$ cat config.mk
export PLATFORM = sky130hd
export DESIGN_NAME = bitproc_unit
export DESIGN_NICKNAME = d
export VERILOG_FILES = /design/src/rtl/bitproc_pkg.sv /design/src/rtl/bitproc_addr_map.sv /design/src/rtl/bitproc_alu.sv /design/src/rtl/bitproc_ctrl.sv /design/src/rtl/bitproc_unit.sv
export SDC_FILE = /design/constraint.sdc
export NUM_CORES = 1
export LEC_CHECK = 0
export ABC_AREA = 1
export CAP_MARGIN = 5
export CORE_ASPECT_RATIO = 0.7
export CORE_MARGIN = 10
export CORE_UTILIZATION = 35
export CTS_CLUSTER_DIAMETER = 150
export DETAILED_ROUTE_END_ITERATION = 12
export GPL_TIMING_DRIVEN = 0
export HOLD_SLACK_MARGIN = 0.05
export PLACE_DENSITY = 0.7
export SLEW_MARGIN = 20
export SYNTH_ARGS = -nofsm -noshare
export SYNTH_HDL_FRONTEND = slang
export SYNTH_SLANG_ARGS = --single-unit
$ cat constraint.sdc
create_clock -name clk -period 2 [get_ports clk]
set_clock_uncertainty 0.15 [all_clocks]
set_input_delay 0.6 -clock clk [delete_from_list [all_inputs] [get_ports clk]]
set_output_delay 0.6 -clock clk [all_outputs]
set_load 0.1 [all_outputs]
$ cat src/rtl/bitproc_pkg.sv
// Shared types for the Boolean bit processor.
// Assumes 5-bit operation codes; unlisted codes are treated as no-ops.
package bitproc_pkg;

    localparam int OP_W = 5;

    typedef enum logic [OP_W-1:0] {
        OP_ANL_C    = 5'd0,
        OP_ANL_NC   = 5'd1,
        OP_ORL_C    = 5'd2,
        OP_ORL_NC   = 5'd3,
        OP_LD_C     = 5'd4,
        OP_ST_C     = 5'd5,
        OP_CLR_C    = 5'd6,
        OP_SET_C    = 5'd7,
        OP_CPL_C    = 5'd8,
        OP_CLR_B    = 5'd9,
        OP_SET_B    = 5'd10,
        OP_CPL_B    = 5'd11,
        OP_JMP_C    = 5'd12,
        OP_JMP_NC   = 5'd13,
        OP_JMP_B    = 5'd14,
        OP_JMP_NB   = 5'd15,
        OP_JMP_BCLR = 5'd16
    } bop_e;

    typedef enum logic [1:0] {
        ST_IDLE = 2'd0,
        ST_READ = 2'd1,
        ST_EXEC = 2'd2
    } bstate_e;

    typedef struct packed {
        logic new_cy;
        logic cy_we;
        logic new_bit;
        logic bit_we;
        logic taken;
    } alu_res_t;

    // Returns 1 when the operation needs the addressed byte.
    function automatic logic op_uses_mem(input logic [OP_W-1:0] op);
        case (op)
            OP_ANL_C, OP_ANL_NC, OP_ORL_C, OP_ORL_NC, OP_LD_C, OP_ST_C,
            OP_CLR_B, OP_SET_B, OP_CPL_B,
            OP_JMP_B, OP_JMP_NB, OP_JMP_BCLR: return 1'b1;
            default:                          return 1'b0;
        endcase
    endfunction

endpackage

$ cat src/rtl/bitproc_addr_map.sv
// Bit-address decoder: splits a bit address into byte address and bit position.
// Lower half indexes a RAM window at RAM_BASE; upper half indexes register
// bytes whose low address bits are zero. Assumes BYTE_W is a power of two.
module bitproc_addr_map #(
    parameter int                ADDR_W   = 8,
    parameter int                BYTE_W   = 8,
    parameter logic [ADDR_W-1:0] RAM_BASE = 8'h20
) (
    input  logic [ADDR_W-1:0]         bit_addr,
    output logic [ADDR_W-1:0]         byte_addr,
    output logic [$clog2(BYTE_W)-1:0] bit_pos
);
    localparam int POS_W = $clog2(BYTE_W);

    // Choose the byte according to which half of the bit space is addressed.
    always_comb begin
        bit_pos = bit_addr[POS_W-1:0];
        if (bit_addr[ADDR_W-1])
            byte_addr = {bit_addr[ADDR_W-1:POS_W], {POS_W{1'b0}}};
        else
            byte_addr = RAM_BASE + (bit_addr >> POS_W);
    end
endmodule

$ cat src/rtl/bitproc_alu.sv
// Single-bit operation unit: given the op, the carry and the addressed bit,
// produces the new carry, the new bit, their write enables and branch outcome.
// Purely combinational; unknown op codes produce no effect.
module bitproc_alu
    import bitproc_pkg::*;
(
    input  logic [OP_W-1:0] op,
    input  logic            cy,
    input  logic            bval,
    output alu_res_t        res
);
    // Evaluate the operation.
    always_comb begin
        res = '0;
        case (op)
            OP_ANL_C:  begin res.new_cy = cy & bval;  res.cy_we = 1'b1; end
            OP_ANL_NC: begin res.new_cy = cy & ~bval; res.cy_we = 1'b1; end
            OP_ORL_C:  begin res.new_cy = cy | bval;  res.cy_we = 1'b1; end
            OP_ORL_NC: begin res.new_cy = cy | ~bval; res.cy_we = 1'b1; end
            OP_LD_C:   begin res.new_cy = bval;       res.cy_we = 1'b1; end
            OP_ST_C:   begin res.new_bit = cy;        res.bit_we = 1'b1; end
            OP_CLR_C:  begin res.new_cy = 1'b0;       res.cy_we = 1'b1; end
            OP_SET_C:  begin res.new_cy = 1'b1;       res.cy_we = 1'b1; end
            OP_CPL_C:  begin res.new_cy = ~cy;        res.cy_we = 1'b1; end
            OP_CLR_B:  begin res.new_bit = 1'b0;      res.bit_we = 1'b1; end
            OP_SET_B:  begin res.new_bit = 1'b1;      res.bit_we = 1'b1; end
            OP_CPL_B:  begin res.new_bit = ~bval;     res.bit_we = 1'b1; end
            OP_JMP_C:  res.taken = cy;
            OP_JMP_NC: res.taken = ~cy;
            OP_JMP_B:  res.taken = bval;
            OP_JMP_NB: res.taken = ~bval;
            OP_JMP_BCLR: begin
                res.taken   = bval;
                res.new_bit = 1'b0;
                res.bit_we  = bval;
            end
            default: res = '0;
        endcase
    end
endmodule

$ cat src/rtl/bitproc_ctrl.sv
// Sequencer: accepts start when idle, latches op and bit address, and steps
// through a read phase (memory ops only) and an execute phase of one cycle.
// Assumes the byte port returns read data one cycle after the request.
module bitproc_ctrl
    import bitproc_pkg::*;
#(
    parameter int ADDR_W = 8
) (
    input  logic              clk,
    input  logic              rst_n,
    input  logic              start,
    input  logic [OP_W-1:0]   op_in,
    input  logic [ADDR_W-1:0] addr_in,
    output logic [OP_W-1:0]   op_q,
    output logic [ADDR_W-1:0] addr_q,
    output logic              rd_phase,
    output logic              exec_phase
);
    bstate_e state;

    // Advance the operation state and capture the request.
    always_ff @(posedge clk) begin
        if (!rst_n) begin
            state  <= ST_IDLE;
            op_q   <= '0;
            addr_q <= '0;
        end else begin
            case (state)
                ST_IDLE: if (start) begin
                    op_q   <= op_in;
                    addr_q <= addr_in;
                    state  <= op_uses_mem(op_in) ? ST_READ : ST_EXEC;
                end
                ST_READ: state <= ST_EXEC;
                ST_EXEC: state <= ST_IDLE;
                default: state <= ST_IDLE;
            endcase
        end
    end

    // Phase flags for the datapath.
    always_comb begin
        rd_phase   = (state == ST_READ);
        exec_phase = (state == ST_EXEC);
    end
endmodule

$ cat src/rtl/bitproc_unit.sv
// Boolean bit processor top: sequences a read-modify-write of one bit in the
// byte space and keeps the carry flag. The carry's own bit address reads and
// writes the carry register. Assumes a synchronous byte port, one-cycle read.
module bitproc_unit
    import bitproc_pkg::*;
#(
    parameter int                ADDR_W      = 8,
    parameter int                BYTE_W      = 8,
    parameter logic [ADDR_W-1:0] RAM_BASE    = 8'h20,
    parameter logic [ADDR_W-1:0] CY_BIT_ADDR = 8'hD7
) (
    input  logic              clk,
    input  logic              rst_n,
    input  logic              start,
    input  logic [OP_W-1:0]   op_code,
    input  logic [ADDR_W-1:0] bit_addr,
    output logic [ADDR_W-1:0] mem_addr,
    output logic              mem_rd_en,
    input  logic [BYTE_W-1:0] mem_rdata,
    output logic              mem_wr_en,
    output logic [BYTE_W-1:0] mem_wdata,
    input  logic              cy_wr_en,
    input  logic              cy_wr_val,
    output logic              carry,
    output logic              done,
    output logic              branch_taken
);
    localparam int POS_W = $clog2(BYTE_W);

    logic [OP_W-1:0]   op_q;
    logic [ADDR_W-1:0] addr_q;
    logic              rd_phase;
    logic              exec_phase;
    logic [ADDR_W-1:0] byte_addr;
    logic [POS_W-1:0]  bit_pos;
    logic              cy_q;
    logic              is_cy_addr;
    logic              bval;
    alu_res_t          res;

    bitproc_ctrl #(.ADDR_W(ADDR_W)) u_ctrl (
        .clk        (clk),
        .rst_n      (rst_n),
        .start      (start),
        .op_in      (op_code),
        .addr_in    (bit_addr),
        .op_q       (op_q),
        .addr_q     (addr_q),
        .rd_phase   (rd_phase),
        .exec_phase (exec_phase)
    );

    bitproc_addr_map #(
        .ADDR_W   (ADDR_W),
        .BYTE_W   (BYTE_W),
        .RAM_BASE (RAM_BASE)
    ) u_map (
        .bit_addr  (addr_q),
        .byte_addr (byte_addr),
        .bit_pos   (bit_pos)
    );

    // Select the operand bit, substituting the carry at its own address.
    always_comb begin
        is_cy_addr = (addr_q == CY_BIT_ADDR);
        bval       = is_cy_addr ? cy_q : mem_rdata[bit_pos];
    end

    bitproc_alu u_alu (
        .op   (op_q),
        .cy   (cy_q),
        .bval (bval),
        .res  (res)
    );

    // Drive the byte port; write data is the read byte with one bit replaced.
    always_comb begin
        mem_addr           = byte_addr;
        mem_rd_en          = rd_phase;
        mem_wr_en          = exec_phase & res.bit_we;
        mem_wdata          = mem_rdata;
        mem_wdata[bit_pos] = res.new_bit;
    end

    // Update the carry: operation result first, then bit alias, then external load.
    always_ff @(posedge clk) begin
        if (!rst_n)
            cy_q <= 1'b0;
        else if (exec_phase && res.cy_we)
            cy_q <= res.new_cy;
        else if (exec_phase && res.bit_we && is_cy_addr)
            cy_q <= res.new_bit;
        else if (cy_wr_en)
            cy_q <= cy_wr_val;
    end

    // Completion and branch outputs.
    always_comb begin
        carry        = cy_q;
        done         = exec_phase;
        branch_taken = exec_phase & res.taken;
    end
endmodule

; Word level (Yosys, flattened, before mapping)
; Memory sizes are Yosys's and may differ from the RTL's.
; Cells that the tools add are included.
[classes]
add_sub_neg = 1
mul = 0
n_div = 0
n_lt_le_gt_ge = 2
eq_ne = 20
n_shift = 0
n_mux = 19
bitwise = 8
n_reduce_logical = 9
[op_table]
columns = op, n
row1 = $eq 5x4->1 const B, 8
row2 = $eq 5x3->1 const B, 4
row3 = $pmux 2 s8, 1
row4 = $eq 5x2->1 const B, 2
row5 = $pmux 2 s5, 1
row6 = $mux 1, 9
row7 = $bwmux 8, 1
row8 = $eq 8x8->1 const B, 1
row9 = $mux 8, 1
row10 = $add 6x5->7 const A, 1
row11 = $eq 5x1->1 const B, 1
row12 = $eq 5x5->1 const B, 1
row13 = $logic_not 5->1, 1
row14 = $and 1x1->1, 4
row15 = $logic_and 1x1->1, 4
row16 = $lt 3x4->1 const B, 1
row17 = $mux 2, 2
row18 = $pmux 1 s4, 1
row19 = $pmux 2 s2, 1
row20 = $bmux 1 s3, 1
row21 = $demux 1 s3, 1
row22 = $ge 3x1->1 const B, 1
row23 = $reduce_bool 3->1, 1
row24 = $eq 2x1->1 const B, 1
row25 = 7 further kinds, 9
[word_totals]
regBits = 16
latch_bits = 0
ramBits = 0
mem_bits_ro = 32
inputBits = 26
out_inout_bits = 21
word_cells = 64
memories = 1
[memory_table]
columns = name, depth, word_bits, read_ports, rd_clocked_by_memory_dff, write_ports, line_no
row1 = (name not given), 32, 1, 1, 0, 0, bitproc_pkg.sv:43  ; case (op)

; Depth between registers and ports, before layout
[logic_depth]
depth_word = 9
depth_mapped = 15
depth_no_buf = 14

; Cells and area by module
; Synthesis repeated with hierarchy kept, for this count alone.
[hier_totals]
hier_cells = 222
area_unflattened_um2 = 1292.5
[modules_own_cells]
columns = module, instances, cells_each, area_each_um2, seq_area_each_um2
row1 = bitproc_ctrl, 1, 78, 631.9, 300.3
row2 = bitproc_unit, 1, 78, 357.8, 20.0
row3 = bitproc_alu, 1, 46, 205.2, 0.0
row4 = bitproc_addr_map, 1, 20, 97.6, 0.0

; Worst setup path before layout
; OpenSTA, ideal clock, no wires.
[synth_path]
path_type = register to output
from = register u_ctrl.state[1]
to = output port branch_taken
arrival_ns = 4.035
t_required_ns = 1.250
setup_slack_ns = -2.785
stages_incl_launch_ff = 4
n_path_buf = 0
path_cell_list = dfxtp_1 > inv_1 > nor2_1 > a21boi_0
[synth_between]
elab_chain_len = 2
[synth_lines]
columns = item, line_no
row1 = "start, declared", bitproc_ctrl.sv:19  ; bstate_e state;
row2 = "start signal, assigned", bitproc_ctrl.sv:32  ; state <= op_uses_mem(op_in) ? ST_READ : ST_EXEC;
row3 = $eq 2x2->1, bitproc_ctrl.sv:44  ; exec_phase = (state == ST_EXEC);
row4 = named net done, bitproc_unit.sv:25  ; output logic done,
row5 = $and 1x1->1, bitproc_unit.sv:101  ; branch_taken = exec_phase & res.taken;
row6 = "end, declared", bitproc_unit.sv:26  ; output logic branch_taken
; The timed path passes the listed nets, and every way through them passes these cells.

; Worst setup path after layout
[layout_path]
from = register u_ctrl.addr_q[0]
to = output port branch_taken
[layout_between]
elab_chain_len = 6
word_cells_on_any_way = 7
cone_classes = eq/ne: 1 / mux: 4 / bitwise: 2
[layout_lines]
columns = item, line_no
row1 = "start, declared", bitproc_ctrl.sv:15  ; output logic [ADDR_W-1:0] addr_q,
row2 = "start signal, assigned", bitproc_ctrl.sv:31  ; addr_q <= addr_in;
row3 = $bmux 1 s3, bitproc_unit.sv:66  ; bval = is_cy_addr ? cy_q : mem_rdata[bit_pos];
row4 = $mux 1 (not written as such), bitproc_unit.sv:66
row5 = $mux 1 (*), bitproc_unit.sv:66
row6 = $not 1->1, bitproc_alu.sv:31  ; OP_JMP_NB: res.taken = ~bval;
row7 = $pmux 1 s4 (*), bitproc_alu.sv:15  ; case (op)
row8 = $and 1x1->1 (*), bitproc_unit.sv:101
; Every way passes the cells marked *; elsewhere a longest branch is shown, timed or not. The select of a mux whose other input is x is not followed.

==> metrics.yaml <==
start_kind: "register"
dr.pass1.iters: 4
syn_to_final_growth_pct: 85.0
yosysSeqAreaShare: 0.242
synthAdderAreaFrac: 0
placed_cells: 327
violations: "setup timing"
pwr_density_cell_nw_per_um2: 589
finalHoldViolCount: 0
synthMuxAreaShare: 0
antenna_found_initial: 0
vias_per_cell: 4.95
p_seq_frac: 0.269
core_um2: 3580
wl_um: 4470
synth_top_family_by_area: "simple AND/OR/NAND/NOR gates"
design_area_um2: 2450
drt_iter0_markers: 109
place_area_um2: 2030
ir_worst_vdd_v: 0.000426
worst_pin_slew_ps: 969
slew_violations: 0
crit_chain: "inv_4, buf_6, nand4_1, nand2_1, nor2_2, nand3_4, nand2_4, nand2_4, o211ai_1, nand4_1, a21boi_4, buf_12"
grt_max_degree: 11
grt_pass1_vias: 1673
p_total_uw: 1440
ios: 47
cts_root_buf: "clkbuf_8"
synth_xor_area_frac: 0
yosys.area_share.simple: 0.431
ant_nets: 0
synth_compound_area_frac: 0.189
slowest_delay_ps: 380
antennaDiodeCount: 0
cts_tree: "done"
timing.fmax_mhz: 374
switching_share: 0.457
layout_setup_ws_ps: -676
final_cell_count_no_fill: 347
switchingPower_uw: 659
cellLeakagePower_uw: 0.00113
layout.nets: 325
p_clk_frac: 0.166
period_share: 1.34
layout_min_cycle_time_ps: 2680
status: "finished, violations left"
synth_nets: 257
dp_hpwl_um: 3270
clkSlewWorstSetupHoldPaths_ps: 60
setup_violations: 11
grt_first_pass_wirelength_um: 7560
numPortBuffers: 46
clkLatencyLatePin_ps: 250
drv_cap: 0
rows: 18
reg2reg_from: "u_ctrl.addr_q[1]$_SDFFE_PN0P_"
die_h_um: 71.5
overflow: 0
min_path_type: "register to register"
syn_avg_cell_area_um2: 5.73
cts_max_level: 1
start_util: 0.370
internal_power_uw: 784
cp_data_required_time_ps: 1250
drive_above_1_share: 0.404
die_w_um: 93.5
path_max_fanout: 5
gr-usage-all-layers: 0.134
synthDistinctLibCells: 27
synthCells: 231
pwr-share-comb: 0.565
rsz0062_at_grt: "yes"
slowest_stage: "dfxtp_4"
min_from: "u_ctrl.state[1]$_SDFFE_PN0P_"
synth_area_um2: 1320
drc: 0
yosys_warnings: 0
clockBufferDepth: 2
cts_buffers: 3
crit_arrival_ps: 1930
finalWeightedCongestion: 0.900
wl_per_cell_um: 12.9
crit_type: "register to primary output"
slew_headroom: 0.357
n_fill_cell: 309
cp-end-kind: "primary output"
dieArea_um2: 6680
clock_sinks: 16
vias: 1717
ys_ff_latch: 16
worstSetupStartpoint: "u_ctrl.addr_q[0]$_SDFFE_PN0P_"
==> metrics by stage <==
stage	setup slack (ps)	utilization	setup TNS, ps	hold WS [ps]
floorplan	-730	-	-5870	316
global placement	-2240	0.566	-26660	338
detailed placement	-2230	0.566	-26840	342
CTS	-679	0.659	-6270	351
global route	-795	0.684	-7660	399
finish	-676	0.684	-6460	348
==> worst paths after layout <==
check	to	cells after the start	slack, ps
min	u_ctrl.state[1]$_SDFFE_PN0P_	1	350
max	branch_taken	12	-680
min reg2reg	u_ctrl.state[1]$_SDFFE_PN0P_	1	350
max reg2reg	carry$_SDFFE_PN0P_	14	80
==> Yosys cell counts <==
library cell  instances  area [um^2]
a21oi_1              17         85.1
dfxtp_1              16          320
clkbuf_1              3         11.3
o21bai_1              1         7.51
buf_4                 2         15.0
nor3_1                7         35.0
inv_1                33          124
a21oi_2               1         8.76
inv_2                 2         7.51
buf_2                 2         10.0
nor3_2                1         10.0
nor2_1               25         93.8
nand2_4               4         45.0
o21ai_0              22          110
a21boi_0              1         7.51
nand2_1              61          229
nand3_1              15         75.1
clkinv_1              1         3.75
nand4_1               5         31.3
o221ai_1              1         8.76
nand3_2               2         20.0
o31ai_1               1         7.51
buf_6                 1         11.3
nand2_2               4         25.0
nor2_2                1         6.26
o211ai_1              1         7.51
o21a_1                1         7.51
==> sequential cells by signal, summed over array words and instances (netlist names) <==
| register | flops |
|---|---|
| u_ctrl.addr_q | 8 |
| u_ctrl.op_q | 5 |
| u_ctrl.state | 2 |
| carry | 1 |
==> layout make-up <==
type	count	area, um^2	area share
multi-input combinational	171	1080	0.443
timing repair buffer	63	699	0.286
sequential	16	333	0.136
inverter	36	168	0.0685
tap	50	62.6	0.0255
buffer	8	60.1	0.0245
clock buffer	3	41.3	0.0169
==> power by group through the flow <==
| stage | logic (uW) | registers [uW] | clock network [uW] |
|---|---|---|---|
| after CTS | 778 | 383 | 241 |
| after detailed placement | 673 | 384 | 0 |
| final | 815 | 388 | 240 |
| after floorplan | 496 | 389 | 0 |
| after global placement | 669 | 383 | 0 |
| after global routing | 871 | 394 | 259 |
==> metal layers <==
metal / vias up / GRT usage / part of all wire
li1: 877 / - / -
met1: 773 / 0.159 / 0.44
met2: 61 / 0.225 / 0.47
met3: 6 / 0.0416 / 0.084
met4: 0 / 0.0392 / 0.010
met5: - / 0 / 0
==> logic make-up after synthesis <==
kind of cell,count (synthesis)
simple gates,125
compound gates,46
buf+inv,44
flops,16
==> repair_timing <==
action / 4_1_cts / 5_1_grt
hold buffers: 0 / 0
gates resized for setup: 222 / 20
buffers inserted: 14 / 2
setup endpoints to repair: 22 / 19
pin swaps: 15 / 9
gates cloned: 0 / 1
==> cell usage in the layout (no fill, tap or decap), types with 2 or more instances in the layout <==
master,Yosys,routed
nand3_2,2,8
nand2_4,4,6
clkbuf_8,0,3
a21oi_2,1,2
clkbuf_4,0,2
dfxtp_4,0,2
nor2_1,25,15
nand2_1,61,51
a21oi_1,17,14
dfxtp_2,0,4
nor3_1,7,5
clkdlybuf4s50_1,0,17
nor2_4,0,4
nand2_2,4,11
o21ai_4,0,5
nor2_2,1,7
nand3_1,15,8
o21ai_0,22,16
nand4_1,5,5
nor3_4,0,2
buf_2,2,7
inv_4,0,3
buf_12,0,14
inv_1,33,27
a21oi_4,0,2
clkbuf_1,3,3
dfxtp_1,16,10
buf_4,2,17
inv_2,2,2
buf_6,1,9
==> worst max-delay path: cells and delay by family, from the launching register on <==
kind	cells	cell delay, ps
AOI/OAI and AO/OA	2	270
DFF	1	380
and+or+nand+nor	7	680
buffers and inverters	3	360
No activity file was read; power rests on OpenSTA's default activity.
